File: src/rtl/pin_port_pkg.sv
package pin_port_pkg;
  parameter int unsigned PORT_W = 8;
  parameter int unsigned LEN_W  = 8;
endpackage

File: src/rtl/pin_sync.sv
module pin_sync #(
  parameter int unsigned W = 8
) (
  input  logic         clk_i,
  input  logic         rst_ni,
  input  logic [W-1:0] d_i,
  output logic [W-1:0] q_o
);
  logic [W-1:0] s1_q, s2_q;

  always_ff @(posedge clk_i or negedge rst_ni) begin
    if (!rst_ni) begin
      s1_q <= '0;
      s2_q <= '0;
    end else begin
      s1_q <= d_i;
      s2_q <= s1_q;
    end
  end

  assign q_o = s2_q;
endmodule

File: src/rtl/pin_debounce.sv
module pin_debounce #(
  parameter int unsigned W = 8
) (
  input  logic         clk_i,
  input  logic         rst_ni,
  input  logic         sample_i,
  input  logic [W-1:0] raw_i,
  input  logic [W-1:0] en_i,
  output logic [W-1:0] lvl_o
);
  logic [W-1:0] samp_q, stable_q;

  for (genvar i = 0; i < W; i++) begin : g_bit
    always_ff @(posedge clk_i or negedge rst_ni) begin
      if (!rst_ni) begin
        samp_q[i]   <= 1'b0;
        stable_q[i] <= 1'b0;
      end else if (sample_i) begin
        samp_q[i] <= raw_i[i];
        // accept only when two successive strobes agree
        if (samp_q[i] == raw_i[i]) stable_q[i] <= raw_i[i];
      end
    end
    assign lvl_o[i] = en_i[i] ? stable_q[i] : raw_i[i];
  end

  assert_hold_R6: assert property (@(posedge clk_i) disable iff (!rst_ni)
    !sample_i |=> $stable(stable_q));
endmodule

File: src/rtl/pin_edge_irq.sv
module pin_edge_irq #(
  parameter int unsigned W = 8
) (
  input  logic         clk_i,
  input  logic         rst_ni,
  input  logic [W-1:0] lvl_i,
  input  logic [W-1:0] fall_i,
  input  logic [W-1:0] irq_en_i,
  input  logic [W-1:0] clr_i,
  input  logic [W-1:0] wake_en_i,
  output logic [W-1:0] flags_o,
  output logic         wake_o
);
  logic [W-1:0] prev_q, flags_q, ev;
  logic         wake_q;

  assign ev = (fall_i & ~lvl_i & prev_q) | (~fall_i & lvl_i & ~prev_q);

  always_ff @(posedge clk_i or negedge rst_ni) begin
    if (!rst_ni) begin
      prev_q  <= '0;
      flags_q <= '0;
      wake_q  <= 1'b0;
    end else begin
      prev_q  <= lvl_i;
      // a new edge beats a clear in the same cycle
      flags_q <= (flags_q & ~clr_i) | (ev & irq_en_i);
      wake_q  <= |(ev & wake_en_i);
    end
  end

  assign flags_o = flags_q;
  assign wake_o  = wake_q;

  assert_mask_R4: assert property (@(posedge clk_i) disable iff (!rst_ni)
    1'b1 |=> ((flags_q & ~$past(flags_q) & ~$past(irq_en_i)) == '0));
  assert_clear_R5: assert property (@(posedge clk_i) disable iff (!rst_ni)
    1'b1 |=> ((flags_q & $past(clr_i & ~ev)) == '0));
endmodule

File: src/rtl/pin_combo_reset.sv
module pin_combo_reset #(
  parameter int unsigned W     = 8,
  parameter int unsigned LEN_W = 8
) (
  input  logic             clk_i,
  input  logic             rst_ni,
  input  logic             sample_i,
  input  logic [W-1:0]     lvl_i,
  input  logic             en_i,
  input  logic [W-1:0]     mask_i,
  input  logic [W-1:0]     pat_i,
  input  logic [LEN_W-1:0] len_i,
  output logic             req_o
);
  localparam logic [LEN_W-1:0] CNT_MAX = {LEN_W{1'b1}};

  logic [LEN_W-1:0] cnt_q;
  logic             match;

  assign match = en_i && (((lvl_i ^ pat_i) & mask_i) == '0);

  always_ff @(posedge clk_i or negedge rst_ni) begin
    if (!rst_ni)                          cnt_q <= '0;
    else if (!match)                      cnt_q <= '0;
    else if (sample_i && cnt_q != CNT_MAX) cnt_q <= cnt_q + 1'b1;
  end

  // a length of zero behaves as one
  assign req_o = match && (cnt_q != '0) && (cnt_q >= len_i);

  assert_off_R10: assert property (@(posedge clk_i) disable iff (!rst_ni)
    !en_i |-> !req_o);
  assert_restart_R10: assert property (@(posedge clk_i) disable iff (!rst_ni)
    !match |=> (cnt_q == '0));
endmodule

File: src/rtl/pin_port_ctl.sv
module pin_port_ctl
  import pin_port_pkg::*;
#(
  parameter int unsigned W     = PORT_W,
  parameter int unsigned LEN_W = pin_port_pkg::LEN_W
) (
  input  logic             clk_i,
  input  logic             rst_ni,
  input  logic [W-1:0]     pins_i,
  input  logic             sample_i,
  input  logic [W-1:0]     deb_en_i,
  input  logic [W-1:0]     edge_fall_i,
  input  logic [W-1:0]     irq_en_i,
  input  logic [W-1:0]     irq_clr_i,
  input  logic [W-1:0]     wake_en_i,
  input  logic             rst_en_i,
  input  logic [W-1:0]     rst_mask_i,
  input  logic [W-1:0]     rst_pat_i,
  input  logic [LEN_W-1:0] rst_len_i,
  output logic [W-1:0]     pins_o,
  output logic [W-1:0]     irq_flags_o,
  output logic             irq_o,
  output logic             wake_o,
  output logic             reset_req_o
);
  logic [W-1:0] sync_lvl, filt_lvl;

  pin_sync #(.W(W)) u_sync (
    .clk_i(clk_i), .rst_ni(rst_ni), .d_i(pins_i), .q_o(sync_lvl)
  );

  pin_debounce #(.W(W)) u_deb (
    .clk_i(clk_i), .rst_ni(rst_ni), .sample_i(sample_i),
    .raw_i(sync_lvl), .en_i(deb_en_i), .lvl_o(filt_lvl)
  );

  pin_edge_irq #(.W(W)) u_irq (
    .clk_i(clk_i), .rst_ni(rst_ni), .lvl_i(filt_lvl), .fall_i(edge_fall_i),
    .irq_en_i(irq_en_i), .clr_i(irq_clr_i), .wake_en_i(wake_en_i),
    .flags_o(irq_flags_o), .wake_o(wake_o)
  );

  pin_combo_reset #(.W(W), .LEN_W(LEN_W)) u_combo (
    .clk_i(clk_i), .rst_ni(rst_ni), .sample_i(sample_i), .lvl_i(filt_lvl),
    .en_i(rst_en_i), .mask_i(rst_mask_i), .pat_i(rst_pat_i), .len_i(rst_len_i),
    .req_o(reset_req_o)
  );

  assign pins_o = sync_lvl;
  assign irq_o  = |irq_flags_o;

  assert_irq_or_R4: assert property (@(posedge clk_i) disable iff (!rst_ni)
    (irq_flags_o == '0) |-> !irq_o);
endmodule

File: config.mk
export PLATFORM = sky130hd
export DESIGN_NAME = pin_port_ctl
export DESIGN_NICKNAME = d
export VERILOG_FILES = /design/src/rtl/pin_port_pkg.sv /design/src/rtl/pin_sync.sv /design/src/rtl/pin_debounce.sv /design/src/rtl/pin_edge_irq.sv /design/src/rtl/pin_combo_reset.sv /design/src/rtl/pin_port_ctl.sv
export SDC_FILE = /design/constraint.sdc
export NUM_CORES = 1
export LEC_CHECK = 0
export CORE_UTILIZATION = 40
export CTS_CLUSTER_DIAMETER = 80
export CTS_CLUSTER_SIZE = 12
export DETAILED_ROUTE_END_ITERATION = 10
export GPL_TIMING_DRIVEN = 0
export MAX_ROUTING_LAYER = met4
export PLACE_DENSITY = 0.76
export SETUP_SLACK_MARGIN = 0.2
export SYNTH_ARGS = -nofsm -noshare
export SYNTH_HDL_FRONTEND = slang
export SYNTH_SLANG_ARGS = --single-unit
File: constraint.sdc
create_clock -name clk_i -period 3.2 [get_ports clk_i]
set_clock_uncertainty 0.15 [all_clocks]
set_input_delay 0.96 -clock clk_i [delete_from_list [all_inputs] [get_ports clk_i]]
set_output_delay 0.96 -clock clk_i [all_outputs]
set_load 0.03 [all_outputs]
==> results of run 1 <==
## area by class of cell
type / instances / area share
Inverter: 27 / 0.02407
Buffer: 3 / 0.002675
Multi-Input combinational cell: 170 / 0.3192
Clock inverter: 6 / 0.01605
Tap cell: 77 / 0.02288
Sequential cell: 57 / 0.3388
Clock buffer: 10 / 0.03269
Timing Repair Buffer: 107 / 0.2437
## worst min path at each step
stage                          to  slack, ns  cells after the start
floorplan           u_sync.q_o[0]       0.18                      0
global placement    u_sync.q_o[1]       0.18                      0
detailed placement  u_sync.q_o[5]       0.19                      0
CTS                 u_sync.q_o[5]       0.20                      0
global route        u_sync.q_o[5]       0.21                      0
finish              u_sync.q_o[5]       0.20                      0
## worst max-delay path, cell delays in order
cell       delay [ns]
buf_8            0.10
mux2i_4          0.19
mux2i_4          0.21
a2111oi_4        0.41
nand4_4          0.20
nor3_4           0.16
buf_6            0.15
## synthesized netlist by cell type (all sizes together)
cell,count
dfrtp,57
nor4b,2
buf,1
xor2,1
a221o,1
o21ai,15
a21oi,20
nor2,16
xnor2,4
ha,10
nand2b,12
a211oi,1
nand4,3
inv,27
a31oi,1
o31ai,5
a221oi,1
nor3,4
nor3b,1
mux2i,12
or3,2
nand3,13
nor4,2
mux2,9
a2111oi,1
and3,2
a22oi,4
and4,1
clkbuf,2
or3b,1
nand2,26
## state kept, by name, summed over array words and instances, names as in the netlist
name,flops
u_combo.cnt_q,8
u_irq.flags_o,8
u_sync.s1_q,8
u_irq.prev_q,8
u_irq.wake_o,1
u_sync.q_o,8
u_deb.samp_q,8
u_deb.stable_q,8
## timing repair
item,CTS,global route
resized for setup,76,1
endpoints found under the setup margin,1,1
gates cloned,0,0
buffers inserted,11,1
pin swaps,15,2
## power breakdown
part | leakage (nW) | total (mW) | internal (mW) | switching [mW]
clock | 0.0985 | 0.677 | 0.381 | 0.296
sequential | 0.708 | 0.838 | 0.785 | 0.0523
combinational | 1.03 | 0.435 | 0.235 | 0.200
## per-stage QoR
step	instances	setup TNS (ns)	instance area, um^2	hold WS [ns]
floorplan	257	-0.2387	2706	0.1812
global placement	428	-43.27	3744	0.1830
detailed placement	429	-2.332	3759	0.1855
CTS	456	-0.2941	4203	0.2009
global route	457	-0.3524	4210	0.2054
finish	457	-0.2911	4210	0.2000
## layer usage
metal / vias up / global-route usage / wire, um
met5: - / - / 0
met4: 0 / 0.08475 / 126
met3: 14 / 0.05341 / 301
met2: 62 / 0.3487 / 3368
met1: 1077 / 0.2541 / 2773
li1: 1130 / - / -
## kinds of logic after synthesis
kind of cell,synth area share
xor gates and xnor gates,0.01649
DFF,0.5370
and+or+nand+nor,0.1630
adders and majority gates,0.04710
AOI/OAI and AO/OA,0.1093
buffers and inverters,0.04239
muxes,0.08479
==> results.md, run 1 <==
* Critical path endpoint category: primary output
* Most frequent cells in the layout: clkdlybuf4s50_1 (73), dfrtp_1 (57), inv_1 (25)
* # diodes at 0
* DR pass1 iterations at 4
* Pin count of the biggest net entering global routing at 35
* DRC errors left at 0
* Post-layout net count at 461
* Post-synthesis sequential area ratio at 0.5370
* YS warnings at 0
* Worst Path Max Fanout at 2
* Syn-to-layout area delta at 58.50%
* Wire length of the first global-routing pass at 11140 um
* Worst setup path start: deb_en_i[4]
* Leak Pwr at between 1.5 and 2 nW
* Storage cell area at 1426 um^2
* Routed Antenna Nets at 0
* Routed wire length at about 6600 um
* Worst reg2reg path endpoint: u_combo.cnt_q[6]
* Syn Area/Cell at around 10 um^2
* Hpwl dp at roughly 4700 um
* Worst vdd ir at about 0.35 mV
* Register-to-register setup slack at approximately 1.2 ns
* CTS Root Cell: clkbuf_8
* Worst min-delay path startpoint: u_sync.s1_q[5]
* Actual slew at the worst max-slew pin at 0.5763 ns
* Initial drt markers at 98
* Top post-synthesis cells by area: dfrtp_1 (54%), ha_1 (4.7%), mux2i_1 (4.1%), inv_1 (3.8%), mux2_2 (3.8%)
* Flops & latches, synth at 57
* Worst-case reg-to-reg path depth at 6
* Setup ws final at -0.2911 ns
* Mapped Nets at around 340
* Fillcell total at between 500 and 600
* Slew margin rel. at 0.6158
* Num CTS Buffers at 9
* H-tree levels at 3
* Violated checks: setup timing
* Post-layout util at 0.6593
* Mapped Cells at ~260
* GPL Wtd Cong at 0.8047
* Setup violations, final at 1
* Max Cap Viol at 0
* Power density cells at 463.2 nW/um^2
* Post-route minimum period at approximately 3.5 ns
* Critical path type: in2out
* Commonest non-fill, non-tap cell in the layout: clkdlybuf4s50_1
* Clock buffer depth at 2
* Clk sinks at 57
* Top Ports at 95
* Routed WL per cell at 14.37 um
* CTS tree: done
* Overall power at a little under 2 mW
* Top-area cell type share of the netlist area at 0.5370
* Hold Path Class: reg2reg
* Clk slew on worst S/H paths at ~0.06 ns
* Clk_lat worst skew at approximately 0.33 ns
* Via count at between 2000 and 2500
* WP data arrival at between 2 and 2.5 ns
* Post-Synthesis Cell Area at roughly 2700 um^2
* Initial Utilization at 0.4159
* Multi-input logic area at roughly 1300 um^2
* GRT overflow at 0
* Req. time, crit path at approximately 2.1 ns
* Status: finished, violations left
* Share of cells above drive strength 1 at 0.1974
* DIE HEIGHT at 83.49 um
* Port Buffers at 94
* Leading area contributor after synthesis: dfrtp_1
* Maximum operating frequency at 286.4 MHz
* DIE AREA at 6971 um^2
* Hold buffers post-CTS at 0
* Vias in the first global route at about 2400
* Core area at between 6000 and 7000 um^2
* Pre-CTS WS at -1.698 ns
* Final Max Tran Viols at 0
* Initial antenna violation count at 0
* Capture point of the worst path: reset_req_o
* RSZ-0062 raised after global routing: yes
* GRT Util Overall at 0.2131
* Fin crit share at 1.091
* Reg2reg start: u_sync.q_o[4]
* Die Wd at between 80 and 90 um
* Count of cell types in the netlist at 34
* Fin. Hold Viols at 0
* Vias per inst at 4.996
* Row count at 29
* CP startpoint kind: input pin
(Power assumes the default switching activity.)
==> inputs of run 2 (changes only) <==
--- a/config.mk
+++ b/config.mk
@@ -13,6 +13,7 @@
 export MAX_ROUTING_LAYER = met4
 export PLACE_DENSITY = 0.76
 export SETUP_SLACK_MARGIN = 0.2
+export SLEW_MARGIN = 10
 export SYNTH_ARGS = -nofsm -noshare
 export SYNTH_HDL_FRONTEND = slang
 export SYNTH_SLANG_ARGS = --single-unit
==> results of run 2 <==
The final DEF is identical to that of run 1; final timing and power are the same.
